### config.mk
export PLATFORM = sky130hd
export DESIGN_NAME = adc_serial_port
export DESIGN_NICKNAME = d
export VERILOG_FILES = /design/src/rtl/adc_serial_port.sv
export SDC_FILE = /design/constraint.sdc
export NUM_CORES = 1
export LEC_CHECK = 0
export ABC_AREA = 1
export CELL_PAD_IN_SITES_DETAIL_PLACEMENT = 1
export CELL_PAD_IN_SITES_GLOBAL_PLACEMENT = 1
export CORE_ASPECT_RATIO = 0.6
export CORE_MARGIN = 8
export CORE_UTILIZATION = 40
export DETAILED_ROUTE_END_ITERATION = 10
export PLACE_DENSITY = 0.9
export SYNTH_ARGS = -nofsm -noshare
export SYNTH_HDL_FRONTEND = slang
export SYNTH_SLANG_ARGS = --single-unit
### constraint.sdc
create_clock -name clk -period 1.9 [get_ports clk]
set_input_delay 0.57 -clock clk [delete_from_list [all_inputs] [get_ports clk]]
set_output_delay 0.57 -clock clk [all_outputs]
set_load 0.01 [all_outputs]
### src/rtl/adc_serial_port.sv
module adc_serial_port #(
  parameter int W       = 24,
  parameter int ONES_N  = 40,
  parameter logic [W-1:0] MODE_RST = 24'h080060,
  parameter logic [W-1:0] CFG_RST  = 24'h000117,
  parameter logic [W-1:0] OFS_RST  = 24'h800000,
  parameter logic [7:0] CREAD_ON  = 8'h5C,
  parameter logic [7:0] CREAD_OFF = 8'h58
) (
  input  logic         clk,
  input  logic         rst_n,
  input  logic         cs_n,
  input  logic         sclk,
  input  logic         sdi,
  output logic         sdo_rdy,
  input  logic         conv_strobe,
  input  logic [W-1:0] conv_result,
  output logic [W-1:0] mode_word,
  output logic [W-1:0] cfg_word,
  output logic [W-1:0] ofs_word
);
  localparam int CNTW = $clog2(W);
  localparam int ONW  = $clog2(ONES_N + 1);
  localparam logic [CNTW-1:0] LAST_W = CNTW'(W - 1);
  localparam logic [CNTW-1:0] LAST_B = CNTW'(7);

  logic [1:0] cs_sr, sdi_sr;
  logic [2:0] sck_sr;
  logic cs_act, rise, fall, bit_in;

  always_ff @(posedge clk) begin
    if (!rst_n) begin
      cs_sr <= '1; sdi_sr <= '0; sck_sr <= '1;
    end else begin
      cs_sr  <= {cs_sr[0], cs_n};
      sdi_sr <= {sdi_sr[0], sdi};
      sck_sr <= {sck_sr[1:0], sclk};
    end
  end

  assign cs_act = !cs_sr[1];
  assign bit_in = sdi_sr[1];
  assign rise   = cs_act & sck_sr[1] & !sck_sr[2];
  assign fall   = cs_act & !sck_sr[1] & sck_sr[2];

  logic            xfer, rd, out_en, cread, rdy_q, pend;
  logic [2:0]      addr;
  logic [CNTW-1:0] cnt;
  logic [ONW-1:0]  ones;
  logic [W-1:0]    sh, data_q, pend_val;
  logic [7:0]      cmd_byte;
  logic [W-1:0]    sel_val;
  logic [CNTW-1:0] len_last;
  logic            ones_hit, data_busy, data_end, release_rd, auto_go;

  assign cmd_byte   = {sh[6:0], bit_in};
  assign len_last   = (addr == 3'd0) ? LAST_B : LAST_W;
  assign ones_hit   = rise & bit_in & (ones == ONW'(ONES_N - 1));
  assign data_busy  = xfer & rd & (addr == 3'd3);
  assign data_end   = data_busy & rise & (cnt == LAST_W);
  assign release_rd = data_end | (data_busy & !cs_act);
  assign auto_go    = cread & !xfer & cs_act & !rise & (cnt == '0) & !rdy_q;

  always_comb begin
    case (cmd_byte[5:3])
      3'd0:    sel_val = {rdy_q, 7'd0, 16'd0};
      3'd1:    sel_val = mode_word;
      3'd2:    sel_val = cfg_word;
      3'd3:    sel_val = data_q;
      3'd6:    sel_val = ofs_word;
      default: sel_val = '0;
    endcase
  end

  always_ff @(posedge clk) begin
    if (!rst_n || ones_hit) begin
      xfer <= 1'b0; rd <= 1'b0; out_en <= 1'b0; cread <= 1'b0;
      addr <= '0; cnt <= '0; ones <= '0; sh <= '0;
      mode_word <= MODE_RST; cfg_word <= CFG_RST; ofs_word <= OFS_RST;
      data_q <= '0; rdy_q <= 1'b1; pend <= 1'b0; pend_val <= '0;
    end else begin
      if (rise) ones <= bit_in ? ones + 1'b1 : '0;

      if (!cs_act) begin
        xfer <= 1'b0; cnt <= '0; out_en <= 1'b0;
      end else if (!xfer) begin
        if (auto_go) begin
          xfer <= 1'b1; rd <= 1'b1; addr <= 3'd3; sh <= data_q;
          cnt <= '0; out_en <= 1'b0;
        end else if (rise) begin
          sh  <= {sh[W-2:0], bit_in};
          cnt <= cnt + 1'b1;
          if (cnt == LAST_B) begin
            cnt <= '0;
            if (!cmd_byte[7]) begin
              if (cread) begin
                if (cmd_byte == CREAD_OFF) cread <= 1'b0;
              end else if (cmd_byte == CREAD_ON) begin
                cread <= 1'b1;
              end else if (cmd_byte[6] || cmd_byte[5:3] != 3'd0) begin
                xfer <= 1'b1; rd <= cmd_byte[6]; addr <= cmd_byte[5:3];
                sh <= sel_val; out_en <= 1'b0;
              end
            end
          end
        end
      end else begin
        if (fall && rd) begin
          if (!out_en) out_en <= 1'b1;
          else sh <= {sh[W-2:0], 1'b0};
        end
        if (rise) begin
          if (!rd) sh <= {sh[W-2:0], bit_in};
          cnt <= cnt + 1'b1;
          if (cnt == len_last) begin
            xfer <= 1'b0; cnt <= '0; out_en <= 1'b0;
            if (!rd) begin
              case (addr)
                3'd1: mode_word <= {sh[W-2:0], bit_in};
                3'd2: cfg_word  <= {sh[W-2:0], bit_in};
                3'd6: ofs_word  <= {sh[W-2:0], bit_in};
                default: ;
              endcase
            end
          end
        end
      end

      if (release_rd) begin
        if (data_end) rdy_q <= 1'b1;
        if (conv_strobe) begin
          data_q <= conv_result; rdy_q <= 1'b0; pend <= 1'b0;
        end else if (pend) begin
          data_q <= pend_val; rdy_q <= 1'b0; pend <= 1'b0;
        end
      end else if (conv_strobe) begin
        if (data_busy) begin
          pend <= 1'b1; pend_val <= conv_result;
        end else begin
          data_q <= conv_result; rdy_q <= 1'b0;
        end
      end
    end
  end

  assign sdo_rdy = (xfer && rd && out_en) ? sh[W-1] : rdy_q;

  AST_CNT_RANGE: assert property (@(posedge clk) disable iff (!rst_n)
    cnt <= LAST_W);
  AST_STROBE_SETS_READY: assert property (@(posedge clk) disable iff (!rst_n)
    conv_strobe && !data_busy && !ones_hit |=> !rdy_q);
  AST_READ_CLEARS_READY: assert property (@(posedge clk) disable iff (!rst_n)
    data_end && !conv_strobe && !pend && !ones_hit |=> rdy_q);
  AST_DESELECT_ABORTS: assert property (@(posedge clk) disable iff (!rst_n)
    !cs_act |=> !xfer && cnt == '0);
  AST_SERIAL_RESET: assert property (@(posedge clk) disable iff (!rst_n)
    ones_hit |=> mode_word == MODE_RST && ofs_word == OFS_RST && rdy_q && !cread);
  AST_DEFER_HOLD: assert property (@(posedge clk) disable iff (!rst_n)
    data_busy && cs_act && !data_end && !ones_hit |=> $stable(data_q));
endmodule

==> flow_metrics.tcl <==
set metrics [dict create \
    run_status "finished with violations" \
    violations "setup timing" \
    cts-root-buf "clkbuf_16" \
    antennaDiodeCount 0 \
    drt_iter0_markers 1002 \
    p_leak_nw 5.10 \
    vias 10700 \
    overflow 0 \
    synthMuxAreaShare_pct 0 \
    synth_area_per_cell_um2 6.53 \
    setup_viol 1 \
    routed_via_density 5.97 \
    first_pass_iters 5 \
    hold_viol 0 \
    clock_latency_ps 450 \
    clkPwrFrac_pct 47.6 \
    yosysWarnings 0 \
    worst_pin_slew_ps 373 \
    clock_sinks 171 \
    min_period_ps 1970 \
    grtUsageTotal_pct 27.6 \
    ctsHtreeMaxLevel 4 \
    netlist.area_leader.share_pct 39.1 \
    seqPwrFrac_pct 46.6 \
    synth_edf_count 0 \
    synth-seq-cells 171 \
    p_per_area_nw_per_um2 672 \
    synth_area_leader_cell "dfxtp_1" \
    crit_required_ps 2230 \
    synth_area_leaders "dfxtp_1 (39%), nand2_1 (17%), a21oi_1 (9.7%)" \
    route.detailed.drc 0 \
    rsz0062_at_grt "yes" \
    cts_buffers 17 \
    ys_seq_area_share_pct 39.1 \
    cts_max_path_buffers 2 \
    setup_tns_ps -69.1 \
    initial_core_util_pct 40.3 \
    fmax_mhz 508 \
    die_area_um2 27100 \
    grt_pass1_vias 10500 \
    synthAdderAreaFrac_pct 0.428 \
    drive_gt1_share_pct 16.0 \
    nNetsFinal 1529 \
    grt_max_degree 38 \
    hold_path_class "flop to flop" \
    async_flop_share_pct 0 \
    maxCapViolations 0 \
    drt_wl_total_mm 40.7 \
    rr_startpoint "cnt[1]$_SDFFE_PP0P_" \
    routedWlPerCell_um 22.7 \
    cts_tree "yes" \
    synth_compound_area_share_pct 21.0 \
    swShare_pct 24.6 \
    dp_hpwl_mm 25.5 \
    clk_pin_slew_ps 70 \
    fp.dieW_um 207 \
    p_switching_mw 1.94 \
    drv_slew 0 \
    internal_power_mw 5.94 \
    grt_pass1_wl_mm 59.0 \
    worstHoldStart "cs_sr[0]$_SDFF_PN1_" \
    cp.arrival_ps 2300 \
    syn_to_final_growth_pct 33.7 \
    synth-simple-area-share_pct 29.5 \
    clock-skew-final_ps 10.9 \
    antenna_found_initial 0 \
    rows 42 \
    final_cell_area_um2 11700 \
    cts_hold_buf 0 \
    pwr-share-comb_pct 5.9 \
    crit_path_start_kind "flop" \
    relSlewSlack_pct 75.0 \
    syn-instance-count 1343 \
    setup_ws_ps -69.1 \
    numPortBuffers 102 \
    synth_nets 1376 \
    place_area_um2 10700 \
    fp.dieH_um 131 \
    antenna_left 0 \
    synth_cell_type_count 40 \
    period_share_pct 104 \
    synth_top_family_by_area "simple AND/OR/NAND/NOR gates" \
    preCtsSetupSlack_ps -205 \
    ios 103 \
    synthXorXnorAreaFrac_pct 0.300 \
    cp-end-kind "flop" \
    crit_path_max_fanout 6 \
    irDropWorstVdd_v 0.000626 \
    gp_congestion 0.976 \
    syn-cell-area_um2 8760 \
    synth_top_flop_cell "dfxtp_1" \
    core_um2 21800 \
    cp-startpoint "cnt[1]$_SDFFE_PP0P_" \
    crit_type "flop to flop" \
]
## sequential cells by signal, summed over array words and instances, names as in the netlist, 2 cells and up
name and flops:
cfg_word 24, data_q 24, mode_word 24, ofs_word 24
pend_val 24, sh 24, ones 6, cnt 5
addr 3, sck_sr 3, cs_sr 2, sdi_sr 2
## synth_stat cells, types with 6 or more instances
cell and instances:
nand4_1 24, nand2_2 7, o21ai_1 103, inv_2 20, clkbuf_1 14, nor2_1 131, inv_1 82, nand2_1 390
o21ai_0 65, a21oi_1 169, buf_2 46, buf_6 6, dfxtp_1 171, buf_4 9, o211ai_1 10, nand3_1 46
## power groups by stage
stage / clock, mW / sequential, mW / combinational (mW)
floorplan: 0 / 3.72 / 0.229
global placement: 0 / 3.74 / 0.411
detailed placement: 0 / 3.74 / 0.431
CTS: 3.74 / 3.66 / 0.438
global route: 3.89 / 3.67 / 0.496
finish: 3.75 / 3.67 / 0.462
## routing by layer
layer	vias up	track usage (%)	share of wire [%]
met4	0	12.6	4.4
li1	4695	-	-
met1	5245	35.4	41
met5	-	0	0
met3	156	7.84	11
met2	608	43.2	44
## cell type report
type | count | area [µm²]
Tap cell | 286 | 358
Sequential cell | 171 | 3440
Clock inverter | 11 | 144
Clock buffer | 20 | 457
Inverter | 108 | 434
Fill cell | 2813 | 10000
Timing Repair Buffer | 213 | 2170
Multi-Input combinational cell | 985 | 4720
## critical path, cell delays in order (launching register included)
cell,delay (ps)
dfxtp_2,360
buf_6,110
inv_2,40
ha_4,150
nand2_2,80
nor2_4,60
nand3_2,60
nand2_2,80
inv_4,90
nand2_8,120
buf_6,160
clkbuf_16,160
o21ai_0,290
a21oi_1,80
## path summary, 6_finish.rpt
check	cells past startpoint	slack, ps	end
max reg2reg	13	-70	sh[16]$_SDFFE_PP0P_
max	13	-70	sh[16]$_SDFFE_PP0P_
min reg2reg	2	410	cs_sr[1]$_SDFF_PN1_
min	2	410	cs_sr[1]$_SDFF_PN1_
## metrics by stage
step	cells	power (mW)	hold slack [ps]	utilization, %
floorplan	1343	3.95	380	-
global placement	1746	4.15	384	49.0
detailed placement	1746	4.17	392	49.0
CTS	1781	7.84	409	51.9
global route	1794	8.05	451	53.9
finish	1794	7.87	407	53.9
## cell usage in the layout, fill, tap and decap left out, drive strengths merged
cell	n
dfxtp	171
bufinv	3
o211ai	10
nand2	399
inv	106
nand4	26
o211a	1
nand3	50
nor3	3
a211oi	1
o31ai	1
o21ai	169
nor2	138
clkbuf	24
dlymetal6s2s	4
clkdlybuf4s50	29
or2	2
clkinvlp	4
buf	107
xor2	3
clkinv	6
a21oi	169
o22ai	5
nor4	3
dlygate4sd2	68
a31oi	1
ha	3
bufbuf	1
a21boi	1
## repair_timing
item / in CTS / in global routing
setup endpoints to repair: 108 / 76
pin swaps: 1 / 22
cloned: 3 / 5
setup buffers: 1 / 9
gates resized for setup: 88 / 78
## logic make-up (layout without fill, tap and decap cells)
logic type      after synthesis  count (layout)
compound gates              358             358
xor+xnor                      3               3
simple gates                621             621
flops                       171             171
fa+ha+maj                     3               3
buf+inv                     187             352
Note: power is estimated with default switching activity, not from simulation.
